**config.mk**
```make
export PLATFORM = sky130hd
export DESIGN_NAME = pwm8_timer
export DESIGN_NICKNAME = d
export VERILOG_FILES = /design/src/rtl/pwm8_pkg.sv /design/src/rtl/pwm8_prescaler.sv /design/src/rtl/pwm8_counter.sv /design/src/rtl/pwm8_cmpbuf.sv /design/src/rtl/pwm8_wavegen.sv /design/src/rtl/pwm8_timer.sv
export SDC_FILE = /design/constraint.sdc
export NUM_CORES = 1
export LEC_CHECK = 0
export ABC_AREA = 1
export CORE_UTILIZATION = 25
export CTS_BUF_LIST = sky130_fd_sc_hd__clkbuf_4
export DETAILED_ROUTE_END_ITERATION = 8
export DONT_BUFFER_PORTS = 1
export GPL_TIMING_DRIVEN = 1
export SLEW_MARGIN = 20
export SYNTH_ARGS = -nofsm -noshare
export SYNTH_HDL_FRONTEND = slang
export SYNTH_SLANG_ARGS = --single-unit
```
**constraint.sdc**
```tcl
create_clock -name clk -period 3.05 [get_ports clk]
set_input_delay 0.4575 -clock clk [delete_from_list [all_inputs] [get_ports clk]]
set_output_delay 0.4575 -clock clk [all_outputs]
set_load 0.01 [all_outputs]
```
**src/rtl/pwm8_pkg.sv**
```systemverilog
`timescale 1ns/1ps
package pwm8_pkg;

    localparam int CNT_W_DEF = 8;
    localparam int PRE_W_DEF = 10;

    typedef enum logic {
        WAVE_SINGLE = 1'b0,
        WAVE_DUAL   = 1'b1
    } wave_mode_e;

    typedef enum logic [1:0] {
        OUT_OFF  = 2'd0,
        OUT_RSVD = 2'd1,
        OUT_NORM = 2'd2,
        OUT_INV  = 2'd3
    } out_mode_e;

    // Events produced by the counter for its neighbours.
    typedef struct packed {
        logic step_up;   // the step taken on this tick moves upward
        logic top_evt;   // tick while count is at the ceiling
        logic ovf_evt;   // tick that lands on the flag position
    } cnt_info_t;

    // Number of low prescaler bits that must all be one for a tick.
    function automatic int unsigned presc_shift(input logic [2:0] sel);
        case (sel)
            3'd0:    return 0;
            3'd1:    return 3;
            3'd2:    return 6;
            3'd3:    return 8;
            default: return 10;
        endcase
    endfunction

    function automatic logic out_active(input out_mode_e m);
        return (m == OUT_NORM) || (m == OUT_INV);
    endfunction

endpackage

```
**src/rtl/pwm8_prescaler.sv**
```systemverilog
`timescale 1ns/1ps
module pwm8_prescaler
    import pwm8_pkg::*;
#(
    parameter int PRE_W = PRE_W_DEF
) (
    input  logic       clk,
    input  logic       rst,
    input  logic [2:0] sel,
    output logic       tick
);
    logic [PRE_W-1:0] div_q;
    logic [PRE_W-1:0] mask;

    always_ff @(posedge clk) begin
        if (rst) div_q <= '0;
        else     div_q <= div_q + PRE_W'(1);
    end

    always_comb begin
        mask = (PRE_W'(1) << presc_shift(sel)) - PRE_W'(1);
        tick = ((div_q & mask) == mask);
    end
endmodule

```
**src/rtl/pwm8_counter.sv**
```systemverilog
`timescale 1ns/1ps
module pwm8_counter
    import pwm8_pkg::*;
#(
    parameter int CNT_W = CNT_W_DEF
) (
    input  logic             clk,
    input  logic             rst,
    input  logic             tick,
    input  wave_mode_e       mode,
    output logic [CNT_W-1:0] cnt,
    output cnt_info_t        info
);
    localparam logic [CNT_W-1:0] TOP = '1;
    localparam logic [CNT_W-1:0] BOT = '0;

    logic             up_q;
    logic             up_d;
    logic [CNT_W-1:0] cnt_d;
    logic             step_up;
    logic             lands_flag;

    always_comb begin
        cnt_d   = cnt;
        up_d    = up_q;
        step_up = 1'b1;
        if (mode == WAVE_SINGLE) begin
            cnt_d = cnt + CNT_W'(1);
            up_d  = 1'b1;
        end else if (up_q) begin
            if (cnt == TOP) begin
                step_up = 1'b0;
                cnt_d   = TOP - CNT_W'(1);
                up_d    = 1'b0;
            end else begin
                cnt_d = cnt + CNT_W'(1);
            end
        end else begin
            if (cnt == BOT) begin
                cnt_d = BOT + CNT_W'(1);
                up_d  = 1'b1;
            end else begin
                step_up = 1'b0;
                cnt_d   = cnt - CNT_W'(1);
            end
        end
        lands_flag   = (mode == WAVE_SINGLE) ? (cnt_d == TOP) : (cnt_d == BOT);
        info.step_up = step_up;
        info.top_evt = tick && (cnt == TOP);
        info.ovf_evt = tick && lands_flag;
    end

    always_ff @(posedge clk) begin
        if (rst) begin
            cnt  <= BOT;
            up_q <= 1'b1;
        end else if (tick) begin
            cnt  <= cnt_d;
            up_q <= up_d;
        end
    end
endmodule

```
**src/rtl/pwm8_cmpbuf.sv**
```systemverilog
`timescale 1ns/1ps
module pwm8_cmpbuf
    import pwm8_pkg::*;
#(
    parameter int CNT_W = CNT_W_DEF
) (
    input  logic             clk,
    input  logic             rst,
    input  logic             wr,
    input  logic [CNT_W-1:0] wdata,
    input  logic             load,
    output logic [CNT_W-1:0] live
);
    logic [CNT_W-1:0] hold_q;

    always_ff @(posedge clk) begin
        if (rst) begin
            hold_q <= '0;
            live   <= '0;
        end else begin
            if (wr)   hold_q <= wdata;
            if (load) live   <= hold_q;
        end
    end
endmodule

```
**src/rtl/pwm8_wavegen.sv**
```systemverilog
`timescale 1ns/1ps
module pwm8_wavegen
    import pwm8_pkg::*;
#(
    parameter int CNT_W = CNT_W_DEF
) (
    input  logic             clk,
    input  logic             rst,
    input  logic             tick,
    input  wave_mode_e       mode,
    input  out_mode_e        omode,
    input  logic [CNT_W-1:0] cnt,
    input  logic [CNT_W-1:0] ocr,
    input  logic             step_up,
    output logic             pwm
);
    localparam logic [CNT_W-1:0] TOP = '1;

    // raw_q holds the true-polarity waveform whatever the output code is.
    logic raw_q;
    logic raw_d;

    always_comb begin
        raw_d = raw_q;
        if (tick) begin
            if (mode == WAVE_SINGLE) begin
                if (cnt == TOP)      raw_d = 1'b1;
                else if (cnt == ocr) raw_d = 1'b0;
            end else if (cnt == ocr) begin
                raw_d = ~step_up;
            end
        end
    end

    always_ff @(posedge clk) begin
        if (rst) begin
            raw_q <= 1'b0;
            pwm   <= 1'b0;
        end else begin
            raw_q <= raw_d;
            pwm   <= out_active(omode) ? (raw_d ^ (omode == OUT_INV)) : 1'b0;
        end
    end
endmodule

```
**src/rtl/pwm8_timer.sv**
```systemverilog
`timescale 1ns/1ps
module pwm8_timer
    import pwm8_pkg::*;
#(
    parameter int CNT_W = CNT_W_DEF,
    parameter int PRE_W = PRE_W_DEF
) (
    input  logic             clk,
    input  logic             rst,
    input  logic             mode_sel,
    input  logic [1:0]       out_mode,
    input  logic [2:0]       clk_sel,
    input  logic             cmp_wr,
    input  logic [CNT_W-1:0] cmp_data,
    input  logic             flag_clr,
    output logic             pwm_out,
    output logic             ovf_flag
);
    wave_mode_e       wmode;
    out_mode_e        omode;
    logic             tick;
    logic [CNT_W-1:0] cnt;
    logic [CNT_W-1:0] ocr_act;
    cnt_info_t        cinfo;
    logic             top_evt;
    logic             ovf_evt;

    assign wmode   = wave_mode_e'(mode_sel);
    assign omode   = out_mode_e'(out_mode);
    assign top_evt = cinfo.top_evt;
    assign ovf_evt = cinfo.ovf_evt;

    pwm8_prescaler #(.PRE_W(PRE_W)) u_pre (
        .clk  (clk),
        .rst  (rst),
        .sel  (clk_sel),
        .tick (tick)
    );

    pwm8_counter #(.CNT_W(CNT_W)) u_cnt (
        .clk  (clk),
        .rst  (rst),
        .tick (tick),
        .mode (wmode),
        .cnt  (cnt),
        .info (cinfo)
    );

    pwm8_cmpbuf #(.CNT_W(CNT_W)) u_cmp (
        .clk   (clk),
        .rst   (rst),
        .wr    (cmp_wr),
        .wdata (cmp_data),
        .load  (top_evt),
        .live  (ocr_act)
    );

    pwm8_wavegen #(.CNT_W(CNT_W)) u_wave (
        .clk     (clk),
        .rst     (rst),
        .tick    (tick),
        .mode    (wmode),
        .omode   (omode),
        .cnt     (cnt),
        .ocr     (ocr_act),
        .step_up (cinfo.step_up),
        .pwm     (pwm_out)
    );

    // Sticky flag: a set event outranks a clear in the same cycle.
    always_ff @(posedge clk) begin
        if (rst)           ovf_flag <= 1'b0;
        else if (ovf_evt)  ovf_flag <= 1'b1;
        else if (flag_clr) ovf_flag <= 1'b0;
    end
endmodule

```
# == Word level (Yosys, flattened, before mapping) ==
# Index checks and enable logic that the tools add are counted.
# word_totals
regBits,38
out_inout_bits,2
wordCells,51
# op_classes
add_sub_neg,4
shift,1
muxes,17
eq_ne,9
reduce_logical,8
bitwise,4
# op_table
operator,count
two-way mux 8 bit,4
== test 8 bit (second input constant),2
logical NOT 8 bit,2
case mux 4 bit (4 select lines),1
two-way mux 1 bit,12
adder 10 x 1 -> 10 bit (second input constant),1
bitwise AND 10 bit,1
== test 10 bit,1
<< shifter 1 x 4 -> 10 bit (first input constant),1
subtractor 10 x 2 -> 10 bit (second input constant),1
adder 8 x 1 -> 8 bit (second input constant),1
== test 8 bit,1
subtractor 8 x 1 -> 8 bit (second input constant),1
== test 3 x 2 -> 1 bit (second input constant),2
== test 2 bit (second input constant),2
== test 3 x 1 -> 1 bit (second input constant),1
logical NOT 3 bit,1
logical AND 1 bit,2
inverter 1 bit,2
nonzero test 2 bit,1
OR reduction 2 bit,1
logical OR 1 bit,1
XOR 1 bit,1

# == Depth between registers and ports, before layout ==
# logic_depth
depth_word,9
mapped_depth,15
mapped_depth_nobuf,15

# == By module ==
# A second synthesis with hierarchy kept.
# hier_totals
hier_cells,412
area_unflattened_um2,2591.2
# by_module_without_submodules
module,n_inst,cells_per_inst,seq_area_each_um2,area_per_inst_um2
pwm8_counter,1,162,180.2,1016.0
pwm8_cmpbuf,1,102,320.3,694.4
pwm8_prescaler,1,87,200.2,556.8
pwm8_wavegen,1,56,40.0,284.0
pwm8_timer,1,5,20.0,40.0

# == Worst setup path before layout ==
# No wires, ideal clock.
# synth_timing
kind,input port to flip-flop
from,input clk_sel[2]
to,register u_cmp.live[1]
required_ns,2.922
arrival_time_ns,1.804
setup_time_ns,0.128
cell_stages,11
slack_ns,1.118
cell_sequence,nor2_1 > nand2_1 > ha_1 > o21ai_0 > nor3_1 > nand2_1 > inv_2 > nand2_1 > clkbuf_1 > o21ai_0 > a21oi_1
# synth_via
elab_chain_len,7
# synth_rtl
element,line_no,text
from (decl),pwm8_timer.sv:12,"input logic [2:0] clk_sel,"
"== test 3 x 2 -> 1 bit, or another cell as far along",pwm8_pkg.sv:28,case (sel)
case mux 4 bit (4 select lines) *,pwm8_pkg.sv:28,
<< shifter 1 x 4 -> 10 bit *,pwm8_prescaler.sv:21,mask = (PRE_W'(1) << presc_shift(sel)) - PRE_W'(1);
subtractor 10 x 2 -> 10 bit *,pwm8_prescaler.sv:21,
bitwise AND 10 bit,pwm8_prescaler.sv:22,tick = ((div_q & mask) == mask);
== test 10 bit *,pwm8_prescaler.sv:22,
logical AND 1 bit *,pwm8_counter.sv:49,info.top_evt = tick && (cnt == TOP);
to (signal assigned),pwm8_cmpbuf.sv:22,if (load) live <= hold_q;
to (decl),pwm8_cmpbuf.sv:12,output logic [CNT_W-1:0] live
# Mark *: on every way between the ends. The rest lies on a longest branch, timed or not.
# A chain may end at the register's enable or synchronous reset.

# == Final worst setup path ==
# layout_timing
from,register u_cnt.cnt[0]
to,register ovf_flag
# layout_via
elab_chain_len,8
# layout_rtl
element,line_no,text
from (decl),pwm8_counter.sv:11,"output logic [CNT_W-1:0] cnt,"
from (signal assigned),pwm8_counter.sv:58,cnt <= cnt_d;
"subtractor 8 x 1 -> 8 bit, or another cell as far along",pwm8_counter.sv:44,cnt_d = cnt - CNT_W'(1);
"two-way mux 8 bit, on equally long branches","pwm8_counter.sv:39, pwm8_counter.sv:31",
two-way mux 8 bit,pwm8_counter.sv:30,end else if (up_q) begin
two-way mux 8 bit *,pwm8_counter.sv:27,if (mode == WAVE_SINGLE) begin
== test 8 bit / logical NOT 8 bit (equally long branches),pwm8_counter.sv:47,lands_flag = (mode == WAVE_SINGLE) ? (cnt_d == TOP) : (cnt_d == BOT);
two-way mux 1 bit *,pwm8_counter.sv:47,
logical AND 1 bit *,pwm8_counter.sv:50,info.ovf_evt = tick && lands_flag;
two-way mux 1 bit / nonzero test 2 bit (equally long branches),--,
to (signal assigned),pwm8_timer.sv:72,if (rst) ovf_flag <= 1'b0;
to (signal assigned),pwm8_timer.sv:73,else if (ovf_evt) ovf_flag <= 1'b1;
to (signal assigned),pwm8_timer.sv:74,else if (flag_clr) ovf_flag <= 1'b0;
to (decl),pwm8_timer.sv:17,output logic ovf_flag
# Marked as above.

==> impl_results.md <==
- Worst-Margin Slew: 0.597 ns
- CTS sink cnt: 38
- Skew-Pair Late Insertion Delay: 0.35 ns
- Postcts setup bufs: 0
- Tmin final: 2.08 ns
- Endpoints failing hold: 0
- Finish-stage setup viols: 0
- Min-Delay Path Class: input port to flip-flop
- Setup Skew: 0.00643 ns
- Estimated wirelength of the detail-placed design: 3580 um
- Endpoint class of the critical path: flip-flop
- Yosys reg bits: 38
- Cells after DPL: 428
- Highest metal used: met4
- CTS tree: done
- Slew Viols, Final: 0
- Power per cell area: 366 nW/um^2
- Pin count of the biggest net entering global routing: 25
- Pre-CTS setup slack: 0.686 ns
- Post-route setup slack: 0.968 ns
- R2R Path End: ovf_flag$_SDFFE_PP0P_
- Crit start category: flip-flop
- Port Buffers: 0
- Hold depth: 1
- Die width: 96.7 um
- Mean post-synth cell area: 6.75 sq um
- WL per Instance: 11.0 um
- Post-synth top area share: 33.9%
- DRC: 0
- Fraction of layout cells with a size suffix above 1: 10.7%
- Number of vias per cell: 4.55
- Clk buf depth: 2
- Wl on met1: 2480 um
- Crit share post-route: 68.3%
- R2R setup slack: 0.97 ns
- Hold path endpoint: ovf_flag$_SDFFE_PP0P_
- Drt total wl: 4780 um
- Post-route insts no fill: 436
- GP Congestion: 0.829
- Synthesized instance count: 332
- Clk root buf: clkbuf_4
- Vias in the first global route: 1832
- Area of the die: 9350 sq um
- Drt pass-1 iters: 5
- Max_slew headroom: 60.2%
- Row count: 34
- DR iter-0 viols: 113
- Global-route wire length before repair: 8330 um
- Total CTS buffers: 5
- Worst EP required: 3.34 ns
- Worst-path maximum fanout: 7
- Worst r2r src: u_cnt.cnt[0]$_SDFFE_PP0N_
- Yosys Warn Count: 0
- CTS H-Tree Depth: 2
- Core box area: 8720 sq um
- Final TNS setup: 0 ns
- Most common cell after layout, fill and taps aside: nand2_1
- Grt ovf: 0
- Die Ht: 96.7 um
- DR vias: 1983
- RSZ-0062 raised after global routing: no
- Ports: 20
- Post-synth top area cell: dfxtp_1
- Final ANT Viol Nets: 0
- Clock input transition at the sequential cells of the worst setup and hold paths: 0.11 ns
- Maxcap violations: 0
- VDD IR max: 0.000181 V
- Cts-stage hold buffer count: 0
- Starting Density: 25.7%
- Nets: 350
- Netlist Area Pre-Place: 2240 sq um
- Status: complete, no violations
- Cts repair resizes: 0
- Initial antenna violation count: 0
- Pwr Total: 861 uW
- Highest-count cells in the layout ignoring fill and taps: 70 x nand2_1, 46 x nor2_1, 38 x dfxtp_1
- GRT Resource Usage Total: 10.8%
- Ranking of synthesized cells by area: dfxtp_1 34%, nand2_1 12%, nor2_1 7.7%
- Antenna fix cells: 0
- Distinct cells, synth: 32
- CP Data Arrival Time: 2.38 ns
- Reg2Reg Depth: 13
- Met3 wire length: 163 um
- Critical Setup Path Class: flip-flop to flip-flop
- Syn Nets: 355
- Metal2 WL: 2070 um
- Sequential-to-total area share from yosys stat: 33.9%
- Synthesis-to-layout area growth: 4.91%
- Hold_ws: 0.153 ns
- Achievable frequency: 0.480 GHz
- Static Leak: 1.06 nW
- Worst hold path startpoint: rst
through the flow:
stage	util [%]	instance area [sq um]
2_1_floorplan	-	2240
3_5_place_dp	26.4	2300
5_1_grt	27.0	2350
6_report	27.0	2350
4_1_cts	27.0	2350
3_3_place_gp	26.4	2300
synth_stat cells:
library cell and count:
buf_2 3, buf_6 3, clkbuf_1 4, nand4_1 3, inv_1 29, buf_4 2
a21boi_0 1, o21ai_1 3, a21oi_1 25, o21ai_0 24, nor2_4 2, nand2_1 70
nand2_4 4, nor3_2 1, nor3b_1 1, nand2_2 6, conb_1 1, nor2_1 46
nand3_2 2, nand3_1 28, dfxtp_1 38, inv_4 1, ha_1 5, nor2_2 3
a21oi_2 1, o211ai_1 2, xnor2_1 3, nor3_1 2, o22ai_1 2, xor2_1 9
inv_2 7, nor2_8 1
routing by layer:
| metal | GRT usage, % | up-vias |
|---|---|---|
| met2 | 17.4 | 28 |
| met4 | 3.44 | 0 |
| met1 | 14.0 | 893 |
| met3 | 3.03 | 9 |
| met5 | 0 | - |
| li1 | - | 1053 |
kinds of logic (layout without fill, tap and decap cells):
family	count (synthesis)	after routing	synth area share (%)
fa+ha+maj	5	5	2.79
simple gates	169	169	35.0
flops	38	38	33.9
buf+inv	49	45	9.82
compound gates	58	58	13.6
other cells	1	1	0.167
xor+xnor	12	12	4.69
registers in the layout (all words and copies together) (netlist names):
signal	count
u_pre.div_q	10
u_cmp.hold_q	8
u_cnt.cnt	8
ovf_flag	1
u_cmp.live	8
u_wave.raw_q	1
u_cnt.up_q	1
u_wave.pwm	1
where the power goes:
part | switching (mW) | total (mW) | internal [mW]
logic | 0.0501 | 0.0794 | 0.0293
clock network | 0.173 | 0.258 | 0.0857
registers | 0.0134 | 0.523 | 0.510
total | 0.236 | 0.861 | 0.625
worst max-delay path, cell delays in order (launching register included):
cell and delay (ns):
dfxtp_1 0.56, ha_1 0.30, nand2_4 0.08, nor2_8 0.16, nand3_1 0.15, nand3_1 0.10, nand2_1 0.08, inv_2 0.07
nand3_1 0.06, nor2_1 0.14, nand3_1 0.10, nand2_1 0.07, nand2_1 0.07, a21oi_2 0.11
cell type report:
type | count | area [sq um]
clock buffer | 5 | 37.5
clock inverter | 3 | 16.3
fill | 949 | 6370
inverter | 37 | 141
multi-input combinational | 245 | 1260
sequential | 38 | 761
tap | 108 | 135
worst max-delay path by stage:
stage                     cells past startpoint                          to                       from  slack, ns
after floorplan                              11  u_cmp.live[1]$_SDFFE_PP0P_                 clk_sel[2]       1.12
after global routing                         13       ovf_flag$_SDFFE_PP0P_  u_cnt.cnt[0]$_SDFFE_PP0N_       0.81
after detailed placement                     10  u_cmp.live[6]$_SDFFE_PP0P_                 clk_sel[2]       0.69
final                                        13       ovf_flag$_SDFFE_PP0P_  u_cnt.cnt[0]$_SDFFE_PP0N_       0.97
after CTS                                    13       ovf_flag$_SDFFE_PP0P_  u_cnt.cnt[0]$_SDFFE_PP0N_       0.98
after global placement                       10  u_cmp.live[1]$_SDFFE_PP0P_                 clk_sel[2]       0.77
(Power assumes the default switching activity.)
